<file path="src/rtl/ring_pkg.sv">
// Package: shared mode encoding for the ring counter.
// Assumes: the 2-bit code values are fixed; the core register decodes them.
package ring_pkg;
    typedef enum logic [1:0] {
        MODE_HOLD  = 2'b00,
        MODE_SHR   = 2'b01,
        MODE_SHL   = 2'b10,
        MODE_LOAD  = 2'b11
    } ring_mode_e;
endpackage

</file>
<file path="src/rtl/ring_shift_core.sv">
// Module: ring_shift_core
// Four-mode shift register: hold, shift toward the last stage, shift toward
// the first stage, and parallel load. Stage 0 is the first stage.
// Assumes: rst_n is synchronous and clean; WIDTH >= 2.
module ring_shift_core
    import ring_pkg::*;
#(
    parameter int WIDTH = 4
) (
    input  logic             clk,
    input  logic             rst_n,
    input  ring_mode_e       mode,
    input  logic             ser_r,
    input  logic             ser_l,
    input  logic [WIDTH-1:0] par_in,
    output logic [WIDTH-1:0] q
);
    logic [WIDTH-1:0] nxt;

    // Per-stage next-value selection from the mode code.
    for (genvar i = 0; i < WIDTH; i++) begin : g_stage
        logic from_low;
        logic from_high;
        if (i == 0) begin : g_first
            assign from_low = ser_r;
        end else begin : g_mid_lo
            assign from_low = q[i-1];
        end
        if (i == WIDTH - 1) begin : g_last
            assign from_high = ser_l;
        end else begin : g_mid_hi
            assign from_high = q[i+1];
        end
        always_comb begin
            unique case (mode)
                MODE_HOLD: nxt[i] = q[i];
                MODE_SHR:  nxt[i] = from_low;
                MODE_SHL:  nxt[i] = from_high;
                default:   nxt[i] = par_in[i];
            endcase
        end
    end

    // Stage register with synchronous clear.
    always_ff @(posedge clk) begin
        if (!rst_n) q <= '0;
        else        q <= nxt;
    end

    a_r3_hold: assert property (@(posedge clk) disable iff (!rst_n)
        (mode == MODE_HOLD) |=> $stable(q));
    a_r3_load: assert property (@(posedge clk) disable iff (!rst_n)
        (mode == MODE_LOAD) |=> (q == $past(par_in)));
    a_r4_shift_right: assert property (@(posedge clk) disable iff (!rst_n)
        (mode == MODE_SHR) |=> (q == {$past(q[WIDTH-2:0]), $past(ser_r)}));
    a_r5_shift_left: assert property (@(posedge clk) disable iff (!rst_n)
        (mode == MODE_SHL) |=> (q == {$past(ser_l), $past(q[WIDTH-1:1])}));
endmodule

</file>
<file path="src/rtl/ring_feedback.sv">
// Module: ring_feedback
// Builds the serial inputs of the core from its end stages: true value for
// a plain ring, inverted value for a twisted ring.
// Assumes: twisted is stable between clears (latched by the sequencer).
module ring_feedback #(
    parameter int WIDTH = 4
) (
    input  logic [WIDTH-1:0] q,
    input  logic             twisted,
    output logic             ser_r,
    output logic             ser_l
);
    // End-stage taps, optionally inverted.
    always_comb begin
        ser_r = q[WIDTH-1] ^ twisted;
        ser_l = q[0] ^ twisted;
    end
endmodule

</file>
<file path="src/rtl/ring_startup_seq.sv">
// Module: ring_startup_seq
// Start-up sequencer: after clear it drives parallel load for SEED_CYCLES
// edges, latching the ring type, then drives hold or shift per en/dir_left.
// Assumes: rst_n synchronous; SEED_CYCLES >= 1.
module ring_startup_seq
    import ring_pkg::*;
#(
    parameter int SEED_CYCLES = 2
) (
    input  logic       clk,
    input  logic       rst_n,
    input  logic       en,
    input  logic       dir_left,
    input  logic       twist,
    output ring_mode_e mode,
    output logic       seeding,
    output logic       twist_lat
);
    localparam int CW = $clog2(SEED_CYCLES + 1);
    localparam logic [CW-1:0] SEED_LAST = CW'(SEED_CYCLES);

    logic [CW-1:0] cnt;

    assign seeding = (cnt < SEED_LAST);

    // Seed counter and ring-type latch.
    always_ff @(posedge clk) begin
        if (!rst_n) begin
            cnt       <= '0;
            twist_lat <= 1'b0;
        end else if (seeding) begin
            cnt       <= cnt + 1'b1;
            twist_lat <= twist;
        end
    end

    // Mode selection for the core register.
    always_comb begin
        if (seeding)      mode = MODE_LOAD;
        else if (!en)     mode = MODE_HOLD;
        else if (dir_left) mode = MODE_SHL;
        else              mode = MODE_SHR;
    end

    a_r9_twist_frozen: assert property (@(posedge clk) disable iff (!rst_n)
        !seeding |=> $stable(twist_lat));
endmodule

</file>
<file path="src/rtl/ring_counter_top.sv">
// Module: ring_counter_top
// Self-seeding ring counter: sequencer drives the core's mode, the feedback
// block closes the ring, the seed is one-hot (plain) or zero (twisted).
// Assumes: rst_n synchronous and clean.
module ring_counter_top
    import ring_pkg::*;
#(
    parameter int WIDTH       = 4,
    parameter int SEED_CYCLES = 2
) (
    input  logic             clk,
    input  logic             rst_n,
    input  logic             en,
    input  logic             dir_left,
    input  logic             twist,
    output logic [WIDTH-1:0] q
);
    localparam logic [WIDTH-1:0] ONE_HOT_SEED = WIDTH'(1);

    ring_mode_e       mode;
    logic             seeding;
    logic             twist_lat;
    logic             ser_r;
    logic             ser_l;
    logic [WIDTH-1:0] seed;

    // Seed pattern chosen by the live ring type during loading.
    always_comb seed = twist ? '0 : ONE_HOT_SEED;

    ring_startup_seq #(.SEED_CYCLES(SEED_CYCLES)) u_seq (
        .clk(clk), .rst_n(rst_n), .en(en), .dir_left(dir_left),
        .twist(twist), .mode(mode), .seeding(seeding), .twist_lat(twist_lat)
    );

    ring_feedback #(.WIDTH(WIDTH)) u_fb (
        .q(q), .twisted(twist_lat), .ser_r(ser_r), .ser_l(ser_l)
    );

    ring_shift_core #(.WIDTH(WIDTH)) u_core (
        .clk(clk), .rst_n(rst_n), .mode(mode), .ser_r(ser_r),
        .ser_l(ser_l), .par_in(seed), .q(q)
    );

    a_r7_one_hot: assert property (@(posedge clk) disable iff (!rst_n)
        (!seeding && !twist_lat) |-> ($countones(q) == 1));
    a_r2_seed_plain: assert property (@(posedge clk) disable iff (!rst_n)
        (seeding && !twist) |=> (q == ONE_HOT_SEED));
endmodule

</file>
<file path="config.mk">
export PLATFORM = sky130hd
export DESIGN_NAME = ring_counter_top
export DESIGN_NICKNAME = d
export VERILOG_FILES = /design/src/rtl/ring_pkg.sv /design/src/rtl/ring_shift_core.sv /design/src/rtl/ring_feedback.sv /design/src/rtl/ring_startup_seq.sv /design/src/rtl/ring_counter_top.sv
export SDC_FILE = /design/constraint.sdc
export NUM_CORES = 1
export LEC_CHECK = 0
export BUFFER_PORTS_ARGS = -buffer_cell sky130_fd_sc_hd__buf_4
export CAP_MARGIN = 40
export CORE_AREA = 2 2 39 41
export CTS_CLUSTER_DIAMETER = 100
export DETAILED_ROUTE_END_ITERATION = 16
export DIE_AREA = 0 0 41 43
export GPL_ROUTABILITY_DRIVEN = 0
export SYNTH_ARGS = -nofsm -noshare
export SYNTH_HDL_FRONTEND = slang
export SYNTH_HIERARCHICAL = 1
export SYNTH_SLANG_ARGS = --single-unit
</file>
<file path="constraint.sdc">
create_clock -name clk -period 2.2 [get_ports clk]
set_input_delay 0.44 -clock clk [delete_from_list [all_inputs] [get_ports clk]]
set_output_delay 0.44 -clock clk [all_outputs]
set_load 0.02 [all_outputs]
</file>
# ---- Word level (Yosys, flattened, before mapping)
# Cells that the tools add are included.
dict set report totals {
  regBits 7
  latchBits 0
  word_cells 18
  romBits 0
  ram_bits 0
  in_bits 5
  mem_count 0
  out_inout_bits 4
}
dict set report classes {
  n_shift 0
  div_mod_pow 0
  multipliers 0
  mux 8
  magnitude_cmp 1
  n_addsub 1
  n_eq_ne 2
  bitwise_logic 2
  n_reduce_logical 1
}
# op count
set op_table {}
lappend op_table {{1-bit case mux with 3 select lines} 4}
lappend op_table {{2-bit 2-to-1 mux} 3}
lappend op_table {{2-bit by 1-bit adder with 2-bit output (second input constant)} 1}
lappend op_table {{2-bit by 1-bit == test with 1-bit output (second input constant)} 1}
lappend op_table {{2-bit == test (second input constant)} 1}
lappend op_table {{2-bit logical NOT} 1}
lappend op_table {{2-bit < comparator (second input constant)} 1}
lappend op_table {{1-bit XOR} 2}
lappend op_table {{1-bit 2-to-1 mux} 1}

# ---- Depth between registers and ports, before layout
# Gate-level depths: netlist of run 1.
dict set report depth {
  depth_word 5
  mapped_depth 8
  ltp_nobuf 7
}

# ---- By module
# Netlist of run 1, hierarchy kept.
# module cells_per_inst area_per_inst_um2 seq_area_each_um2 n_inst
set modules_own_cells {}
lappend modules_own_cells {ring_shift_core 32 275.3 80.1 1}
lappend modules_own_cells {ring_startup_seq 14 123.9 60.1 1}
lappend modules_own_cells {ring_feedback 2 17.5 0.0 1}
lappend modules_own_cells {ring_counter_top 2 7.5 0.0 1}

# ---- Least setup slack after synthesis of run 1
# No wires, ideal clock.
dict set report synth_timing {
  path_kind {input port to flip-flop}
  startpoint {input port en}
  endpoint {register u_core.q[0]}
  setup_slack_ns 0.588
  arrival_time_ns 1.546
  required_ns 2.134
  path_stages 8
  setup_ns 0.066
  path_buffers 1
  path_cell_list {inv_1 > o21ai_0 > inv_1 > ha_1 > buf_4 > nor2_1 > a211o_1 > a21boi_2}
}
dict set report synth_via {
  elab_chain_cells 4
  word_cells_on_any_way 6
  classes_between {eq/ne (2); mux (3); reduce/logical (1)}
}
# item line_no
set synth_lines {}
lappend synth_lines {{start, declared} ring_counter_top.sv:13} ;# input logic en,
lappend synth_lines {{2-bit 2-to-1 mux (*)} ring_startup_seq.sv:40} ;# else if (!en) mode = MODE_HOLD;
lappend synth_lines {{2-bit 2-to-1 mux (*)} ring_startup_seq.sv:39} ;# if (seeding) mode = MODE_LOAD;
lappend synth_lines {{via mode[0]} ring_counter_top.sv:20} ;# ring_mode_e mode;
lappend synth_lines {{2-bit == test (tied with other cells)} ring_shift_core.sv:35} ;# unique case (mode)
lappend synth_lines {{1-bit case mux with 3 select lines} ring_shift_core.sv:35}
lappend synth_lines {{end signal, assigned} ring_shift_core.sv:47} ;# else q <= nxt;
lappend synth_lines {{end, declared} ring_shift_core.sv:16} ;# output logic [WIDTH-1:0] q
# The timed path passes the listed nets; every way through them passes the cells marked *.
# A chain may end at the register's enable or synchronous reset.

# ---- Final worst setup path of run 1
# Same ends and word-level chain as after synthesis.

==> out/metrics.cfg, run 1 <==
[power]
leakage_uw = 0.000252
p_sw_share_pct = 32.5
p_comb_share_pct = 34.5
seq_power_share_pct = 40.2
cellPowerDensity_nw_per_um2 = 851
ir_worst_vdd_mv = 0.294
p_int_uw = 297
clockPowerShare_pct = 25.3
switchingPower_uw = 143

[sta]
fin_skew_ns = 0.00121
hold_viol_final = 0
fin_setup_tns_ns = 0
setup_viol = 0
drv_slew = 0
max_freq_mhz = 631
fin_crit_sh_pct = 72.1
min_period_ns = 1.59
grt_setup_unrepaired = false

[hold_path]
hp-start = rst_n
hold_class = in -> reg
min_path_cells = 2
holdPathEnd = u_seq/cnt[1]

[synthesis]
synth_area_um2 = 420
synth_area_per_cell_um2 = 8.58
synthCells = 49
ys_warn_count = 6

[clock_tree]
clkSinkCount = 7
h-tree-depth = 1
cts_made_buffers = 3
cts.clk_slew.worst_paths_ns = 0.05
cts_resized = 0
clockBufferDepth = 2
clk_latency_ns = 0.24
cts_hold_buffers = 0
cts-root-buf = clkbuf_4
cts_tree = built
cts_setup_buffers = 0

[job]
max-cap-violations = 0

[outcome]
status = finished, final reports clean

[die]
pin_count = 9
initial_utilization_pct = 30.4
core_um2 = 1380
dieWidth_um = 41
dieHeight_um = 43
num_rows = 14
die_area_um2 = 1760

[final_layout]
layout.nets = 69
mostFrequentLayoutCells = buf_4, dfxtp_1, inv_1, nand2_1, a22oi_1
fillers = 147
antenna_cells = 0
final_common_cell = buf_4
drive_gt1_share_pct = 23.3
area_growth_syn_to_layout_pct = 22.9
final_core_util_pct = 37.3

[grt]
gr-total-overflow = 0
antenna_found_initial = 0
gr-usage-all-layers_pct = 10.3
grt_start_max_net_pins = 9
grt_pass1_wl_um = 1140
grt_pass1_vias = 296

[worst_setup_path]
cpMaxStageDelayCell = ha_1
rr_startpoint = u_seq/cnt[1]
path_cells = buf_4 -> inv_1 -> o21ai_0 -> inv_1 -> ha_1 -> nor2_1 -> a211o_1 -> a21boi_2
cp_max_fo = 8
worstReg2RegEnd = u_core/q[0]
reg2reg_depth = 6
critPathCaptureType = flop
cp_num_cells = 8
critPathMaxStageDelay_ns = 0.42
cp_data_required_time_ns = 2.38
path_delay_family = compound AO/OA/AOI/OAI gates
r2r_slack_ns = 0.66
critPathLaunchType = input port
cp_num_buf_inv = 3
crit_arrival_ns = 1.77
cpMostUsedCell = inv_1
crit_type = in -> reg

[route]
dr_wl_met3_um = 17
finalWirelength_um = 755
top_layer_used = met3
drt_first_pass_iters = 4
drt-met1-wl_um = 364
wl_per_cell_um = 9.93
num_vias = 327
antenna_left = 0
drt_iter0_markers = 4
drc = 0
wl_met2_um = 373
route.detailed.vias_per_inst = 4.30

[placement]
hpwl_um = 585
port_buffers = 8

sequential cells by signal (all words and copies together), names as in the netlist:
register         count
u_core/q             4
u_seq/cnt            2
u_seq/twist_lat      1
layout make-up:
type | count | area, um^2 | area share (%)
multi-input combinational | 36 | 251 | 48.7
clock buffer | 4 | 26.3 | 5.08
timing repair buffer | 8 | 60.1 | 11.6
sequential | 7 | 140 | 27.1
tap | 16 | 20.0 | 3.87
inverter | 5 | 18.8 | 3.63
worst max path at each step:
| stage | from | to | slack (ns) |
|---|---|---|---|
| after floorplan | en | u_core/q[0] | 0.59 |
| after global placement | en | u_core/q[2] | 0.38 |
| after detailed placement | en | u_core/q[0] | 0.34 |
| after CTS | en | u_core/q[0] | 0.62 |
| after global routing | u_seq/cnt[1] | u_core/q[3] | 0.49 |
| final | en | u_core/q[0] | 0.61 |
power by group through the flow:
stage | Clock (uW) | Combinational (uW) | Sequential [uW]
after global placement | 0 | 150 | 179
after detailed placement | 0 | 151 | 179
after floorplan | 0 | 103 | 188
after CTS | 120 | 152 | 177
after global routing | 128 | 165 | 181
final | 111 | 152 | 177
layer usage:
metal	vias up	GRT usage [%]
met5	-	0
met4	0	12.0
met3	0	1.57
met2	3	13.8
met1	142	11.9
li1	182	-
worst reg2reg max path, delay by kind of cell, from the launching register on:
kind | cells | cell delay (ns)
DFF | 1 | 0.35
buffers and inverters | 1 | 0.10
AOI/OAI and AO/OA | 3 | 0.53
adders and majority gates | 1 | 0.42
and+or+nand+nor | 1 | 0.07
per-stage QoR:
step / hold slack (ns) / power, uW / instance area (um^2) / setup WS, ns / instances
final: 0.448 / 440 / 517 / 0.615 / 76
after global routing: 0.448 / 474 / 517 / 0.488 / 76
after CTS: 0.441 / 449 / 517 / 0.617 / 76
after detailed placement: 0.470 / 331 / 490 / 0.344 / 72
after global placement: 0.454 / 329 / 490 / 0.384 / 72
after floorplan: 0.448 / 291 / 428 / 0.588 / 51
Power figures use the tool's default switching activity.
==> run 2: changes to the inputs <==
- clock period: 2.2 -> 1.4 ns (I/O delays scaled with it)
==> run 2 against run 1 <==
Clock skew is 0.00086 ns lower. Register-to-register slack worse by 0.57 ns. Sequential share of layout area is 3.4 points lower. Non-clock buffer count is 5 higher. Global-route usage is 0.34 points higher. Total power is 72% higher. Design area is 15% higher. Setup slack worse by 0.52 ns. Cell count is 6.6% higher. Via count is 7.0% higher. Largest cell class unchanged.
==> out/metrics.cfg, run 2 (same netlist as run 1, synthesis figures left out) <==
[clock_tree]
clkSinkCount = 7  ; unchanged
cts-root-buf = clkbuf_4
clockBufferDepth = 2  ; unchanged
clk_latency_ns = 0.24  ; about the same
cts_setup_buffers = 0  ; unchanged
cts.clk_slew.worst_paths_ns = 0.05  ; about the same
cts_tree = built
cts_made_buffers = 3  ; unchanged
h-tree-depth = 1  ; unchanged

[die]
die_area_um2 = 1760  ; unchanged
dieWidth_um = 41  ; unchanged
core_um2 = 1380  ; unchanged
pin_count = 9  ; unchanged
dieHeight_um = 43  ; unchanged
initial_utilization_pct = 30.4  ; unchanged
num_rows = 14  ; unchanged

[route]
drt_iter0_markers = 4  ; unchanged
route.detailed.vias_per_inst = 4.32  ; +0.43%
drc = 0  ; unchanged
drt_first_pass_iters = 4  ; unchanged
wl_per_cell_um = 9.86  ; -0.70%
num_vias = 350  ; +7.0%
antenna_left = 0  ; unchanged
finalWirelength_um = 799  ; +5.8%

[hold_path]
hold_class = in -> reg

[sta]
drv_slew = 0  ; unchanged
fin_skew_ns = 0.000349  ; -0.000862 ns
fin_crit_sh_pct = 93.3
grt_setup_unrepaired = false
fin_setup_tns_ns = 0  ; unchanged
hold_viol_final = 0  ; unchanged
setup_viol = 0  ; unchanged
max_freq_mhz = 765
min_period_ns = 1.31

[final_layout]
top_regs = u_core/q x4, u_seq/cnt x2, u_seq/twist_lat x1
largest_reg_flops = 4  ; unchanged
layout.nets = 74  ; +7.2%
drive_gt1_share_pct = 40.0  ; +17 points
mostFrequentLayoutCells = buf_4, dfxtp_1, nand2_1
stdcell_count = 81  ; +6.6%
final_core_util_pct = 43.1  ; +5.8 points
final_common_cell = buf_4
max_flop_register = u_core/q
antenna_cells = 0  ; unchanged
area_growth_syn_to_layout_pct = 42.0

[power]
p_sw_share_pct = 32.6  ; +0.10 points
switchingPower_uw = 246  ; +72%
cellPowerDensity_nw_per_um2 = 1270  ; +49%
p_int_uw = 509  ; +72%
power_uw = 755  ; +72%
seq_power_share_pct = 36.5  ; -3.7 points
ir_worst_vdd_mv = 0.375  ; +28%
p_comb_share_pct = 39.9  ; +5.4 points
leakage_uw = 0.000272  ; +8.1%
clockPowerShare_pct = 23.7  ; -1.6 points

[worst_setup_path]
critPathCaptureType = flop
critPathLaunchType = flop
crit_arrival_ns = 1.49  ; -0.28 ns
cp_max_fo = 4  ; -4
critPathMaxStageDelay_ns = 0.34  ; -0.08 ns
path_delay_family = compound AO/OA/AOI/OAI gates
cp_data_required_time_ns = 1.58  ; -0.80 ns
cpMaxStageDelayCell = dfxtp_2
cp_num_buf_inv = 2  ; -1
crit_type = reg -> reg
path_cells = o21ai_2 -> inv_2 -> buf_4 -> ha_4 -> a22oi_1 -> a211o_1 -> a21boi_2

[grt]
gr-usage-all-layers_pct = 10.6  ; +0.34 points
grt_pass1_wl_um = 1180  ; +3.6%
grt_pass1_vias = 306  ; +3.4%
antenna_found_initial = 0  ; unchanged
grt_start_max_net_pins = 9  ; unchanged
gr-total-overflow = 0  ; unchanged

[outcome]
status = finished, final reports clean

[job]
max-cap-violations = 0  ; unchanged

[placement]
hpwl_um = 593  ; +1.3%
place_inst = 77  ; +6.9%
port_buffers = 8  ; unchanged

==> run 2: cell types whose count changed in the layout (fill, tap and decap cells not counted), moves of 2 or more <==
cell,previous run,this run
buf_4,8,13
ha_1,3,0
ha_4,0,3
inv_1,5,3
inv_2,0,2
==> run 2: repair_timing <==
item / 4_1_cts / 5_1_grt
setup endpoints to repair: 2 / 4
endpoints found under the hold margin: 0 / 0
hold buffers: 0 / 0
resized for setup: 1 / 8
pin swaps: 0 / 1
==> run 2: per-stage QoR <==
stage               setup WS, ns  hold WS (ns)  area [um^2]
floorplan                0.00301         0.398          444
global placement          -0.129         0.455          532
detailed placement        -0.149         0.464          532
CTS                      0.00404         0.278          561
global route              0.0180         0.291          597
finish                    0.0934         0.285          597
==> run 2: path summary, 6_finish.rpt <==
check | slack (ns) | from | depth (start not counted) | endpoint
max | 0.09 | u_seq/cnt[1] | 7 | u_core/q[0]
min | 0.28 | rst_n | 2 | u_seq/cnt[1]
max reg2reg | 0.09 | u_seq/cnt[1] | 7 | u_core/q[0]
min reg2reg | 0.47 | u_seq/cnt[0] | 1 | u_seq/cnt[1]
==> run 2: area by class of cell <==
cell class	count	area, um^2
Fill cell	150	787
Multi-Input combinational cell	36	293
Sequential cell	7	141
Timing Repair Buffer	13	97.6
Clock buffer	4	26.3
Tap cell	16	20.0
Inverter	5	18.8
==> run 2: power by group through the flow <==
stage / clock, uW / combinational (uW) / sequential (uW)
2_1_floorplan: 0 / 179 / 297
3_3_place_gp: 0 / 267 / 277
3_5_place_dp: 0 / 267 / 278
4_1_cts: 188 / 270 / 274
5_1_grt: 205 / 329 / 283
6_report: 179 / 301 / 275
==> run 2: metal layers <==
layer / GRT usage (%) / vias up / share of wire, %
met2: 14.4 / 3 / 52
met4: 10.0 / 0 / 0
met5: 0 / - / 0
met3: 3.14 / 0 / 3.0
li1: - / 193 / -
met1: 12.4 / 154 / 45
==> run 3: changes to the inputs <==
- PLACE_DENSITY: default -> 0.5
- SKIP_CTS_REPAIR_TIMING: default -> 1
==> run 3 against run 2 <==
Total power up 0.42%. Clock skew is 0.0017 ns higher. Global-route usage rose by 1.7 points. Clock-buffer cell count unchanged. Design area grew 1.3%. Highest routed layer is now met4.
==> out/metrics.cfg, run 3 (same netlist as run 1, synthesis figures left out) <==
[final_layout]
final_common_cell = buf_4
layout.nets = 75  ; +1.4%
drive_gt1_share_pct = 37.9  ; -2.1 points
mostFrequentLayoutCells = buf_4, dfxtp_1, inv_1, nand2_1, a22oi_1
max_flop_register = u_core/q
largest_reg_flops = 4  ; unchanged
antenna_cells = 0  ; unchanged
area_growth_syn_to_layout_pct = 43.8
top_regs = u_core/q x4, u_seq/cnt x2, u_seq/twist_lat x1

[die]
dieHeight_um = 43  ; unchanged
num_rows = 14  ; unchanged
pin_count = 9  ; unchanged
die_area_um2 = 1760  ; unchanged
core_um2 = 1380  ; unchanged
initial_utilization_pct = 30.4  ; unchanged
dieWidth_um = 41  ; unchanged

[sta]
max_freq_mhz = 755  ; -1.4%
grt_setup_unrepaired = false
fin_skew_ns = 0.00206  ; +0.00171 ns
drv_slew = 0  ; unchanged
worst_slack_ns = 0.0750  ; -0.0183 ns
fin_setup_tns_ns = 0  ; unchanged
worst_hold_slack_ns = 0.282  ; -0.00243 ns
fin_crit_sh_pct = 94.6  ; +1.3 points
setup_viol = 0  ; unchanged
min_period_ns = 1.32  ; +0.0183 ns
hold_viol_final = 0  ; unchanged

[outcome]
status = finished, final reports clean

[clock_tree]
clockBufferDepth = 2  ; unchanged
h-tree-depth = 1  ; unchanged
clk_latency_ns = 0.25  ; about the same
cts.clk_slew.worst_paths_ns = 0.05  ; about the same
cts_tree = built
cts_made_buffers = 3  ; unchanged
cts-root-buf = clkbuf_4
clkSinkCount = 7  ; unchanged

[worst_setup_path]
crit_path_start = u_seq/cnt[1]
crit_arrival_ns = 1.51  ; +0.02 ns
rr_startpoint = u_seq/cnt[1]
reg2reg_depth = 7  ; unchanged
r2r_slack_ns = 0.08  ; -0.02 ns
crit_type = reg -> reg
critPathLaunchType = flop
crit_end = u_core/q[1]
cp_max_fo = 4  ; unchanged
critPathCaptureType = flop
cp_data_required_time_ns = 1.58  ; about the same
worstReg2RegEnd = u_core/q[1]

[power]
leakage_uw = 0.000282  ; +3.5%
power_uw = 759  ; +0.42%
cellPowerDensity_nw_per_um2 = 1260  ; -0.82%
ir_worst_vdd_mv = 0.539  ; +44%

[grt]
antenna_found_initial = 0  ; unchanged
gr-total-overflow = 0  ; unchanged
grt_pass1_wl_um = 1410  ; +20%
gr-usage-all-layers_pct = 12.3  ; +1.7 points
grt_start_max_net_pins = 9  ; unchanged
grt_pass1_vias = 341  ; +11%

[route]
drc = 0  ; unchanged
wl_met2_um = 379  ; -8.5%
route.detailed.vias_per_inst = 4.39  ; +1.6%
top_layer_used = met4
finalWirelength_um = 799  ; unchanged
num_vias = 360  ; +2.9%
dr_wl_met3_um = 20  ; -17%
antenna_left = 0  ; unchanged
drt_iter0_markers = 6  ; +2
drt_first_pass_iters = 4  ; unchanged
drt-met1-wl_um = 390  ; +8.3%
wl_per_cell_um = 9.74  ; -1.2%

[job]
max-cap-violations = 0  ; unchanged

[hold_path]
hold_class = in -> reg

[placement]
port_buffers = 8  ; unchanged
hpwl_um = 614  ; +3.6%
preCtsSetupSlack_ns = -0.158  ; -0.00920 ns

run 3: changes by cell type in the layout (fill, tap and decap cells not counted), sizes merged:
| cell | previous run | this run |
|---|---|---|
| buf | 13 | 14 |
run 3: worst min path at each step:
stage | startpoint | end | slack [ns] | depth (start not counted)
floorplan | rst_n | u_seq/cnt[1] | 0.40 | 1
global placement | u_seq/cnt[0] | u_seq/cnt[1] | 0.46 | 1
detailed placement | u_seq/cnt[0] | u_seq/cnt[1] | 0.46 | 1
CTS | rst_n | u_seq/cnt[1] | 0.28 | 2
global route | rst_n | u_seq/cnt[1] | 0.28 | 2
finish | rst_n | u_seq/cnt[1] | 0.28 | 2
run 3: worst max-delay path, cell delays in order (launching register included):
cell	delay (ns)
dfxtp_2	0.34
o21ai_2	0.06
inv_1	0.10
buf_4	0.13
ha_4	0.14
a22oi_1	0.06
a211o_1	0.32
a21boi_2	0.11
run 3: through the flow:
stage	cell area [um^2]	std cells	utilization, %
after floorplan	444	51	-
after global placement	539	78	39.0
after detailed placement	539	78	39.0
after CTS	566	82	40.9
after global routing	604	82	43.7
final	604	82	43.7
run 3: cell type report:
type,instances,area [um^2]
multi-input cells,36,293
fillers,159,779
repair buffers,14,105
clock buffers,4,26.3
well taps,16,20.0
flip-flops and latches,7,141
inverters,5,18.8
run 3: layer usage:
layer / vias up / track usage (%)
met4: 0 / 10.0
met1: 161 / 15.6
met3: 2 / 3.14
li1: 195 / -
met5: - / 0
met2: 2 / 16.6
run 3: where the power goes:
part / total, uW / internal [uW] / leakage, uW / switching (uW)
clock network: 180 / 109 / 0.0000150 / 71.1
logic: 303 / 164 / 0.000208 / 140
registers: 276 / 239 / 0.0000586 / 37.2
